`src/rtl/dsi_cmd_pkg.sv`:
```
package dsi_cmd_pkg;
  localparam logic [1:0] VCHAN = 2'b00;

  typedef enum logic [1:0] {ST_IDLE, ST_PACK, ST_HDR} state_t;
  typedef enum logic [2:0] {K_BAD, K_ARG0, K_ARG1, K_ARG2, K_LONG} kind_t;

  function automatic kind_t classify(input logic [5:0] t);
    case (t)
      6'h03, 6'h04:               classify = K_ARG0;
      6'h13, 6'h14, 6'h05, 6'h06: classify = K_ARG1;
      6'h23, 6'h24, 6'h15:        classify = K_ARG2;
      6'h29, 6'h39:               classify = K_LONG;
      default:                    classify = K_BAD;
    endcase
  endfunction
endpackage

```
`src/rtl/dsi_hdr_fmt.sv`:
```
module dsi_hdr_fmt
  import dsi_cmd_pkg::*;
#(
  parameter int LEN_W  = 16,
  parameter int WORD_W = 32
) (
  input  logic [5:0]        typ,
  input  logic [7:0]        arg0,
  input  logic [7:0]        arg1,
  input  logic [LEN_W-1:0]  len,
  output logic [WORD_W-1:0] word
);
  localparam int PAD_W = WORD_W - 24;

  kind_t kind;
  assign kind = classify(typ);

  always_comb begin
    case (kind)
      K_LONG:  word = {{PAD_W{1'b0}}, 16'(len), VCHAN, typ};
      K_ARG2:  word = {{PAD_W{1'b0}}, arg1, arg0, VCHAN, typ};
      K_ARG1:  word = {{PAD_W{1'b0}}, 8'h00, arg0, VCHAN, typ};
      default: word = {{PAD_W{1'b0}}, 16'h0000, VCHAN, typ};
    endcase
  end
endmodule

```
`src/rtl/dsi_byte_packer.sv`:
```
module dsi_byte_packer #(
  parameter int LEN_W  = 16,
  parameter int WORD_W = 32
) (
  input  logic              clk,
  input  logic              rst_n,
  input  logic              start,
  input  logic [LEN_W-1:0]  len,
  input  logic              in_valid,
  output logic              in_ready,
  input  logic [7:0]        in_byte,
  output logic              out_valid,
  input  logic              out_ready,
  output logic [WORD_W-1:0] out_word,
  output logic              done
);
  localparam int LANES  = WORD_W / 8;
  localparam int LANE_W = $clog2(LANES);

  logic              active, full;
  logic [LANE_W-1:0] lane;
  logic [LEN_W-1:0]  remain;
  logic [WORD_W-1:0] word;

  assign in_ready  = active && !full;
  assign out_valid = full;
  assign out_word  = word;
  assign done      = full && out_ready && (remain == '0);

  always_ff @(posedge clk) begin
    if (!rst_n) begin
      active <= 1'b0;
      full   <= 1'b0;
      lane   <= '0;
      remain <= '0;
      word   <= '0;
    end else if (start) begin
      active <= 1'b1;
      full   <= 1'b0;
      lane   <= '0;
      remain <= len;
      word   <= '0;
    end else if (full) begin
      if (out_ready) begin
        full <= 1'b0;
        lane <= '0;
        word <= '0;
        if (remain == '0) active <= 1'b0;
      end
    end else if (in_valid && in_ready) begin
      word[{lane, 3'b000} +: 8] <= in_byte;
      lane   <= lane + 1'b1;
      remain <= remain - 1'b1;
      if (lane == LANE_W'(LANES - 1) || remain == LEN_W'(1)) full <= 1'b1;
    end
  end
endmodule

```
`src/rtl/dsi_cmd_packer.sv`:
```
module dsi_cmd_packer
  import dsi_cmd_pkg::*;
#(
  parameter int LEN_W  = 16,
  parameter int WORD_W = 32
) (
  input  logic              clk,
  input  logic              rst_n,
  input  logic              req_valid,
  output logic              req_ready,
  input  logic [5:0]        req_type,
  input  logic [7:0]        req_arg0,
  input  logic [7:0]        req_arg1,
  input  logic [LEN_W-1:0]  req_len,
  input  logic              req_hs,
  input  logic              pay_valid,
  output logic              pay_ready,
  input  logic [7:0]        pay_byte,
  output logic              hs_dat_valid,
  input  logic              hs_dat_ready,
  output logic              lp_dat_valid,
  input  logic              lp_dat_ready,
  output logic [WORD_W-1:0] dat_word,
  output logic              hs_ctl_valid,
  input  logic              hs_ctl_ready,
  output logic              lp_ctl_valid,
  input  logic              lp_ctl_ready,
  output logic [WORD_W-1:0] ctl_word,
  output logic              req_err
);
  state_t           st;
  kind_t            in_kind;
  logic             accept, bad, sel_hs, err_q;
  logic [5:0]       l_type;
  logic [7:0]       l_arg0, l_arg1;
  logic [LEN_W-1:0] l_len;
  logic             pk_start, pk_valid, pk_ready, pk_done, ctl_fire;

  assign req_ready = (st == ST_IDLE);
  assign accept    = req_valid && req_ready;
  assign in_kind   = classify(req_type);
  assign bad       = (in_kind == K_BAD) || (in_kind == K_LONG && req_len == '0);
  assign pk_start  = accept && !bad && (in_kind == K_LONG);
  assign req_err   = err_q;

  always_ff @(posedge clk) begin
    if (!rst_n) begin
      st     <= ST_IDLE;
      err_q  <= 1'b0;
      sel_hs <= 1'b0;
      l_type <= '0;
      l_arg0 <= '0;
      l_arg1 <= '0;
      l_len  <= '0;
    end else begin
      err_q <= accept && bad;
      case (st)
        ST_IDLE: if (accept && !bad) begin
          sel_hs <= req_hs;
          l_type <= req_type;
          l_arg0 <= req_arg0;
          l_arg1 <= req_arg1;
          l_len  <= req_len;
          st     <= (in_kind == K_LONG) ? ST_PACK : ST_HDR;
        end
        ST_PACK: if (pk_done) st <= ST_HDR;
        ST_HDR:  if (ctl_fire) st <= ST_IDLE;
        default: st <= ST_IDLE;
      endcase
    end
  end

  dsi_byte_packer #(.LEN_W(LEN_W), .WORD_W(WORD_W)) packer_i (
    .clk      (clk),
    .rst_n    (rst_n),
    .start    (pk_start),
    .len      (req_len),
    .in_valid (pay_valid),
    .in_ready (pay_ready),
    .in_byte  (pay_byte),
    .out_valid(pk_valid),
    .out_ready(pk_ready),
    .out_word (dat_word),
    .done     (pk_done)
  );

  dsi_hdr_fmt #(.LEN_W(LEN_W), .WORD_W(WORD_W)) hdr_i (
    .typ (l_type),
    .arg0(l_arg0),
    .arg1(l_arg1),
    .len (l_len),
    .word(ctl_word)
  );

  assign pk_ready     = sel_hs ? hs_dat_ready : lp_dat_ready;
  assign hs_dat_valid = pk_valid && sel_hs;
  assign lp_dat_valid = pk_valid && !sel_hs;
  assign hs_ctl_valid = (st == ST_HDR) && sel_hs;
  assign lp_ctl_valid = (st == ST_HDR) && !sel_hs;
  assign ctl_fire     = (hs_ctl_valid && hs_ctl_ready) || (lp_ctl_valid && lp_ctl_ready);
endmodule

```
`config.mk`:
```
export PLATFORM = sky130hd
export DESIGN_NAME = dsi_cmd_packer
export DESIGN_NICKNAME = d
export VERILOG_FILES = /design/src/rtl/dsi_cmd_pkg.sv /design/src/rtl/dsi_hdr_fmt.sv /design/src/rtl/dsi_byte_packer.sv /design/src/rtl/dsi_cmd_packer.sv
export SDC_FILE = /design/constraint.sdc
export NUM_CORES = 1
export LEC_CHECK = 0
export ABC_AREA = 1
export BUFFER_PORTS_ARGS = -buffer_cell sky130_fd_sc_hd__buf_2
export CAP_MARGIN = 20
export CELL_PAD_IN_SITES_DETAIL_PLACEMENT = 1
export CELL_PAD_IN_SITES_GLOBAL_PLACEMENT = 2
export CORE_MARGIN = 2
export CORE_UTILIZATION = 30
export DETAILED_ROUTE_END_ITERATION = 8
export GPL_ROUTABILITY_DRIVEN = 1
export HOLD_SLACK_MARGIN = 0.05
export PLACE_DENSITY = 0.93
export SYNTH_ARGS = -nofsm -noshare
export SYNTH_HDL_FRONTEND = slang
export SYNTH_HIERARCHICAL = 1
export SYNTH_SLANG_ARGS = --single-unit
export TNS_END_PERCENT = 20
```
`constraint.sdc`:
```
create_clock -name clk -period 6.47 [get_ports clk]
set_input_delay 0.647 -clock clk [delete_from_list [all_inputs] [get_ports clk]]
set_output_delay 0.647 -clock clk [all_outputs]
set_load 0.01 [all_outputs]
```
==> impl_table.tex, run 1 <==
\begin{tabular}{lr}
\hline
Metric & Value \\
\hline
\multicolumn{2}{l}{\textbf{Worst setup path}} \\
\quad Required time of the critical path & 6.74 ns \\
\quad R2r endpoint & packer\_i/remain[12] \\
\quad Setup crit end kind & flip-flop \\
\quad Worst setup path category & input pin to flip-flop \\
\quad Reg-to-reg setup timing slack & 3.85 ns \\
\quad WP data arrival & 3.09 ns \\
\quad Source of the worst register-to-register timing path & st[1] \\
\quad R2R cell count & 12 \\
\quad Cell with the largest stage delay on the worst path & sky130\_fd\_sc\_hd\_\_nand2\_2 \\
\quad Most frequent cell on the critical path & sky130\_fd\_sc\_hd\_\_nand2\_2 \\
\quad Cell-by-cell listing of the critical path & buf\_2, inv\_2, nand2\_1, nor3\_2, nand2\_2, nand2\_2, nand2\_2, nor4\_2, buf\_4, inv\_2, nand2\_2, inv\_2, nor2\_1, nand2\_1, a21oi\_1 \\
\quad Crit Path Max Fanout & 39 \\
\quad Largest incremental delay on the critical path & 0.40 ns \\
\quad Type of element launching the critical path & input pin \\
\multicolumn{2}{l}{\textbf{Place}} \\
\quad Worst Setup Slack post-DPL & 3.25 ns \\
\quad Placed standard-cell area & 5420 sq um \\
\quad Count of input and output buffers & 115 \\
\quad Routability cong. & 0.847 \\
\quad HPWL Detailed & 10,500 um \\
\multicolumn{2}{l}{\textbf{Worst hold path}} \\
\quad Cell count of the worst hold path & 2 \\
\quad Worst Hold Path EP & packer\_i/out\_word[1] \\
\quad Worst hold path class & flip-flop to flip-flop \\
\quad Hold Crit Start & packer\_i/out\_word[1] \\
\multicolumn{2}{l}{\textbf{Yosys}} \\
\quad Number of instances in the synthesized netlist & 694 \\
\quad Number of distinct library cell variants in the gate-level netlist after synthesis & 41 \\
\quad Register area share after synthesis & 39.3\% \\
\quad Synth Warn \# & 6 \\
\quad Flop and latch count out of synthesis & 94 \\
\quad Netlist area before placement & 4780 sq um \\
\quad Post-synthesis average cell area & 6.89 sq um \\
\multicolumn{2}{l}{\textbf{Global route}} \\
\quad Global-route wire length before repair & 22,600 um \\
\quad Global routing usage summed across all routing layers & 16.8\% \\
\quad Overall overflow remaining after global route & 0 \\
\quad Initial antenna violation count & 1 \\
\quad Largest net degree at the start of global routing & 49 \\
\quad Via count of the first global-routing pass & 4,622 \\
\multicolumn{2}{l}{\textbf{Clocking}} \\
\quad Clock tree buffer depth & 2 \\
\quad Number of CTS-inserted buffers & 9 \\
\quad Clock latency reported for the late side of the worst-skew pair & 0.35 ns \\
\quad CTS root buf & sky130\_fd\_sc\_hd\_\_clkbuf\_16 \\
\quad Total of cells resized after clock tree synthesis & 0 \\
\quad Sinks on Clock Net & 94 \\
\quad Clock tree from TritonCTS & done \\
\quad Number of buffers added for setup after CTS & 0 \\
\quad Hold buffer count at CTS & 0 \\
\quad Clock transition at path regs & 0.07 ns \\
\quad H-tree Lvls & 3 \\
\multicolumn{2}{l}{\textbf{Timing}} \\
\quad Setup-failing EPs final & 0 \\
\quad Fmax achieved & 354 MHz \\
\quad Worst clock skew & 0.00837 ns \\
\quad Worst Hold Margin & 0.467 ns \\
\quad Worst setup margin & 3.65 ns \\
\quad Final Hold Fails & 0 \\
\quad RSZ-0062 raised after global routing & false \\
\quad Share of the cycle needed by the critical path after routing & 43.6\% \\
\quad Slew @ Worst Pin & 0.800 ns \\
\quad Minimum period implied by the final worst setup slack & 2.82 ns \\
\quad Number of max-slew violations in the final report & 0 \\
\quad Relative slew slack & 46.7\% \\
\quad Summed negative setup slack over all endpoints & 0 ns \\
\multicolumn{2}{l}{\textbf{Floorplanning}} \\
\quad IO Pins & 126 \\
\quad Area of the core & 15,700 sq um \\
\quad Die Footprint & 17,000 sq um \\
\quad Overall die height & 130 um \\
\quad Number of cell rows & 46 \\
\quad Starting density of the core & 30.5\% \\
\quad Die Wd & 130 um \\
\multicolumn{2}{l}{\textbf{Cells and area}} \\
\quad Net count reported at finish & 855 \\
\quad Total non-filler cell area in the finished layout & 5800 sq um \\
\quad Commonest non-fill, non-tap cells in the layout & 149 x sky130\_fd\_sc\_hd\_\_nand2\_1, 139 x sky130\_fd\_sc\_hd\_\_nor2\_1, 115 x sky130\_fd\_sc\_hd\_\_buf\_2 \\
\quad Share of post-route cells with drive strength above 1 & 21.8\% \\
\quad Most frequent standard cell in the layout excluding fill and tap cells & sky130\_fd\_sc\_hd\_\_nand2\_1 \\
\quad Layout overhead on the synthesized area & 21.1\% \\
\quad Antenna fix cells & 0 \\
\multicolumn{2}{l}{\textbf{Flow run}} \\
\quad Maximum capacitance violations & 0 \\
\multicolumn{2}{l}{\textbf{Routing}} \\
\quad DRT iter0 DRCs & 206 \\
\quad Number of nets with antenna violations after routing & 0 \\
\quad Via/cell ratio & 4.63 \\
\quad Via count & 4,690 \\
\quad Drt pass-1 iters & 4 \\
\quad DRC violation count after routing & 0 \\
\quad Final wirelength & 14,100 um \\
\quad Average detailed-routed wire length per instance & 13.9 um \\
\multicolumn{2}{l}{\textbf{Power and ir drop}} \\
\quad Power density normalized to cell area & 252 nW/um\^{}2 \\
\quad Worst IR Drop VDD & 0.128 mV \\
\quad Leakage power of the design & 2.79 nW \\
\multicolumn{2}{l}{\textbf{Status}} \\
\quad Result of the run & complete, no violations \\
\hline
\end{tabular}
worst max-delay path by stage:
stage,from,to,slack (ns)
after floorplan,req_type[1],packer_i/out_word[24],3.78
after global placement,req_type[1],packer_i/remain[11],3.29
after detailed placement,req_type[1],packer_i/remain[12],3.25
after CTS,req_type[1],packer_i/remain[12],3.57
after global routing,req_type[1],packer_i/remain[12],3.33
final,req_type[1],packer_i/remain[12],3.65
report_power, final:
| part | internal, mW | switching (mW) | leakage, nW |
|---|---|---|---|
| logic | 0.0713 | 0.123 | 1.86 |
| clock network | 0.384 | 0.249 | 0.169 |
| registers | 0.610 | 0.0245 | 0.761 |
| total | 1.07 | 0.396 | 2.79 |
Yosys cell counts (all sizes together):
| library cell | count | area, sq um |
|---|---|---|
| nor2 | 145 | 564 |
| buf | 30 | 234 |
| nand2 | 157 | 614 |
| clkbuf | 9 | 35.0 |
| o211a | 12 | 120 |
| nor4b | 1 | 8.76 |
| a31oi | 3 | 18.8 |
| xor2 | 3 | 26.3 |
| o211ai | 3 | 22.5 |
| a22oi | 1 | 7.51 |
| nand3 | 42 | 228 |
| o21ai | 76 | 392 |
| o22ai | 1 | 6.26 |
| conb | 1 | 3.75 |
| inv | 50 | 190 |
| dfxtp | 94 | 1880 |
| a211oi | 1 | 7.51 |
| nor3 | 7 | 61.3 |
| ha | 7 | 87.6 |
| clkinv | 1 | 3.75 |
| or2 | 1 | 6.26 |
| a21o | 2 | 15.0 |
| nand4 | 2 | 12.5 |
| a21oi | 44 | 231 |
| nor4 | 1 | 6.26 |
routing by layer:
metal / share of wire (%) / GRT usage, % / vias up
met5: 0 / 0 / -
met4: 1.3 / 4.81 / 0
met3: 4.6 / 3.40 / 12
met2: 47 / 29.0 / 101
met1: 47 / 21.4 / 2158
li1: - / - / 2419
per-stage QoR:
stage,instances,power [mW],utilization [%]
2_1_floorplan,703,0.785,-
3_3_place_gp,997,0.837,34.5
3_5_place_dp,997,0.842,34.5
4_1_cts,1013,1.48,36.7
5_1_grt,1014,1.54,36.9
6_report,1014,1.46,36.9
final cells by class:
| type | count | area [sq um] |
|---|---|---|
| multi-input cells | 519 | 2480 |
| repair buffers | 118 | 618 |
| well taps | 216 | 270 |
| inverters | 51 | 194 |
| flip-flops and latches | 94 | 1880 |
| clock inverters | 7 | 126 |
| clock buffers | 9 | 225 |
| fillers | 2062 | 9920 |
registers in the layout (all words and copies together) (netlist names):
signal              flops
packer_i/out_word      32
l_len                  16
packer_i/remain        16
l_arg0                  8
l_arg1                  8
l_type                  6
packer_i/lane           2
st                      2
packer_i/active         1
packer_i/out_valid      1
req_err                 1
sel_hs                  1
worst max-delay path, delay by kind of cell:
kind | cells | cell delay [ns]
buffers and inverters | 5 | 0.70
AO/OA/AOI/OAI | 1 | 0.13
AND/OR/NAND/NOR | 9 | 1.59
cells by family after synthesis:
logic type | share of synthesized area (%)
XOR/XNOR | 0.549
adder cells (fa/ha/maj) | 1.83
flip-flops | 39.3
AND/OR/NAND/NOR | 31.4
buffers and inverters | 9.68
other | 0.0784
AO/OA/AOI/OAI | 17.2
No activity file was read; power rests on OpenSTA's default activity.
==> run 2, diff against run 1 <==
- CORE_UTILIZATION: 30 -> 28
- PLACE_DENSITY: 0.93 -> 0.88
- clock period: 6.47 -> 2.6 ns (I/O delays scaled with it)
==> impl_table.tex, run 2 (synthesized netlist as in run 1, its figures left out) <==
\begin{tabular}{lr}
\hline
Metric & Value \\
\hline
\multicolumn{2}{l}{\textbf{Power and ir drop}} \\
\quad Net Switching & 1.02 mW (+160\%) \\
\quad Relative contribution of the clock network to total power & 40.9\% (-2.4 points) \\
\quad Combinational share of power & 13.9\% (+0.6 points) \\
\quad Worst IR Drop VDD & 0.288 mV (+130\%) \\
\quad Post-layout power & 3.49 mW (+140\%) \\
\quad Leakage power of the design & 2.80 nW (about the same) \\
\quad Switching share of total power & 29.3\% (+2.2 points) \\
\quad Proportion of power drawn by flip-flops and latches & 45.3\% (+1.9 points) \\
\quad Power density normalized to cell area & 603 nW/um\^{}2 (+140\%) \\
\quad Cell Int Power & 2.46 mW (+130\%) \\
\multicolumn{2}{l}{\textbf{Routing}} \\
\quad Average detailed-routed wire length per instance & 14.0 um (+0.22\%) \\
\quad DRC violation count after routing & 0 (unchanged) \\
\quad Via count & 4,706 (+0.34\%) \\
\quad Number of nets with antenna violations after routing & 0 (unchanged) \\
\quad DRT iter0 DRCs & 181 (-12\%) \\
\quad Drt pass-1 iters & 4 (unchanged) \\
\quad Via/cell ratio & 4.60 (-0.54\%) \\
\quad Final wirelength & 14,300 um (+1.1\%) \\
\multicolumn{2}{l}{\textbf{Clocking}} \\
\quad Sinks on Clock Net & 94 (unchanged) \\
\quad Total of cells resized after clock tree synthesis & 0 (unchanged) \\
\quad Hold buffer count at CTS & 0 (unchanged) \\
\quad Clock tree buffer depth & 2 (unchanged) \\
\quad Clock transition at path regs & 0.08 ns (about the same) \\
\quad Clock tree from TritonCTS & done \\
\quad Clock latency reported for the late side of the worst-skew pair & 0.35 ns (about the same) \\
\quad H-tree Lvls & 3 (unchanged) \\
\quad Number of buffers added for setup after CTS & 0 (unchanged) \\
\quad Number of CTS-inserted buffers & 9 (unchanged) \\
\quad CTS root buf & sky130\_fd\_sc\_hd\_\_clkbuf\_16 \\
\multicolumn{2}{l}{\textbf{Floorplanning}} \\
\quad Die Footprint & 18,100 sq um (+6.9\%) \\
\quad IO Pins & 126 (unchanged) \\
\quad Area of the core & 16,600 sq um (+5.9\%) \\
\quad Overall die height & 135 um (+3.4\%) \\
\quad Starting density of the core & 28.7\% (-1.7 points) \\
\quad Die Wd & 135 um (+3.4\%) \\
\quad Number of cell rows & 47 (+2.2\%) \\
\multicolumn{2}{l}{\textbf{Global route}} \\
\quad Initial antenna violation count & 0 (-1) \\
\quad Global routing usage summed across all routing layers & 15.8\% (-1.0 points) \\
\quad Overall overflow remaining after global route & 0 (unchanged) \\
\quad Global-route wire length before repair & 23,000 um (+1.9\%) \\
\quad Via count of the first global-routing pass & 4,718 (+2.1\%) \\
\quad Largest net degree at the start of global routing & 48 (-2.0\%) \\
\multicolumn{2}{l}{\textbf{Timing}} \\
\quad RSZ-0062 raised after global routing & false \\
\quad Worst clock skew & 0.00764 ns (-0.000733 ns) \\
\quad Share of the cycle needed by the critical path after routing & 84.2\% \\
\quad Worst setup margin & 0.411 ns (-3.24 ns) \\
\quad Relative slew slack & 60.7\% (+14 points) \\
\quad Number of max-slew violations in the final report & 0 (unchanged) \\
\quad Worst Hold Margin & 0.144 ns (-0.323 ns) \\
\quad Final Hold Fails & 0 (unchanged) \\
\quad Fmax achieved & 457 MHz \\
\quad Slew @ Worst Pin & 0.587 ns (-0.213 ns) \\
\quad Minimum period implied by the final worst setup slack & 2.19 ns \\
\quad Summed negative setup slack over all endpoints & 0 ns (unchanged) \\
\quad Setup-failing EPs final & 0 (unchanged) \\
\multicolumn{2}{l}{\textbf{Flow run}} \\
\quad Maximum capacitance violations & 0 (unchanged) \\
\multicolumn{2}{l}{\textbf{Worst hold path}} \\
\quad Worst hold path class & input pin to flip-flop \\
\multicolumn{2}{l}{\textbf{Worst setup path}} \\
\quad Required time of the critical path & 2.85 ns (-3.89 ns) \\
\quad Setup crit end kind & flip-flop \\
\quad Reg-to-reg setup timing slack & 0.41 ns (-3.44 ns) \\
\quad WP data arrival & 2.44 ns (-0.65 ns) \\
\quad Type of element launching the critical path & flip-flop \\
\quad Crit Path Max Fanout & 4 (-90\%) \\
\quad Worst setup path category & flip-flop to flip-flop \\
\multicolumn{2}{l}{\textbf{Place}} \\
\quad Routability cong. & 0.837 (-1.1\%) \\
\quad Count of input and output buffers & 115 (unchanged) \\
\quad Worst Setup Slack post-DPL & 0.369 ns (-2.88 ns) \\
\quad HPWL Detailed & 10,700 um (+1.7\%) \\
\multicolumn{2}{l}{\textbf{Cells and area}} \\
\quad Antenna fix cells & 0 (unchanged) \\
\quad Share of post-route cells with drive strength above 1 & 22.3\% (+0.49 points) \\
\quad Final standard cell utilization of the core & 34.7\% (-2.2 points) \\
\quad Filler cells & 2,204 (+6.9\%) \\
\quad Commonest non-fill, non-tap cells in the layout & 149 x sky130\_fd\_sc\_hd\_\_nand2\_1, 139 x sky130\_fd\_sc\_hd\_\_nor2\_1, 115 x sky130\_fd\_sc\_hd\_\_buf\_2 \\
\quad Flip-flop count of the largest register, all copies and words added & 32 (unchanged) \\
\quad Layout overhead on the synthesized area & 20.8\% \\
\quad Multi-input combinational cell area & 2480 sq um (unchanged) \\
\quad Sequential Area & 1880 sq um (unchanged) \\
\quad Net count reported at finish & 860 (+0.58\%) \\
\quad Most frequent standard cell in the layout excluding fill and tap cells & sky130\_fd\_sc\_hd\_\_nand2\_1 \\
\multicolumn{2}{l}{\textbf{Status}} \\
\quad Result of the run & complete, no violations \\
\hline
\end{tabular}
-- run 2: changes by cell type in the layout (fill, tap and decap cells not counted), sizes merged --
cell and delta:
buf +5, bufinv -2, clkinv +1, inv +1
-- run 2: final timing paths --
| check | start | end | cells past startpoint |
|---|---|---|---|
| setup / recovery | packer_i/remain[0] | st[0] | 11 |
| hold / removal | req_arg1[2] | l_arg1[2] | 3 |
| setup reg to reg | packer_i/remain[0] | st[0] | 11 |
| hold reg to reg | packer_i/out_word[0] | packer_i/out_word[0] | 2 |
-- run 2: per-stage QoR --
stage	cell area, sq um	std cells
5_1_grt	5780	1023
2_1_floorplan	4820	703
6_report	5780	1023
3_5_place_dp	5470	1007
3_3_place_gp	5470	1007
4_1_cts	5780	1023
-- run 2: power groups by stage --
stage,Clock (mW),Sequential (mW),Combinational [mW]
floorplan,0,1.60,0.357
global placement,0,1.61,0.479
CTS,1.47,1.58,0.493
global route,1.54,1.59,0.556
detailed placement,0,1.61,0.489
finish,1.42,1.58,0.483
-- run 2: layer usage --
layer / global-route usage, % / wire length [um]
met5: 0 / 0
met4: 4.21 / 179
met3: 3.15 / 560
met2: 26.6 / 6610
met1: 20.7 / 6930
-- run 2: critical path, stage by stage (launching register included) --
cell and delay (ns):
sky130_fd_sc_hd__dfxtp_1 0.33, sky130_fd_sc_hd__inv_1 0.10, sky130_fd_sc_hd__ha_1 0.20, sky130_fd_sc_hd__nand3_1 0.16, sky130_fd_sc_hd__nor2_2 0.27, sky130_fd_sc_hd__nor4b_1 0.41, sky130_fd_sc_hd__buf_4 0.19, sky130_fd_sc_hd__nor3_1 0.04
sky130_fd_sc_hd__nor2_1 0.19, sky130_fd_sc_hd__nand3_1 0.10, sky130_fd_sc_hd__nand2_1 0.06, sky130_fd_sc_hd__nor2_1 0.04
-- run 2: layout make-up --
type                       count  area share [%]
multi-input combinational    519            42.9
sequential                    94            32.6
timing repair buffer         123            11.0
tap                          220            4.76
clock buffer                   9            3.90
inverter                      51            3.35
clock inverter                 7            1.54
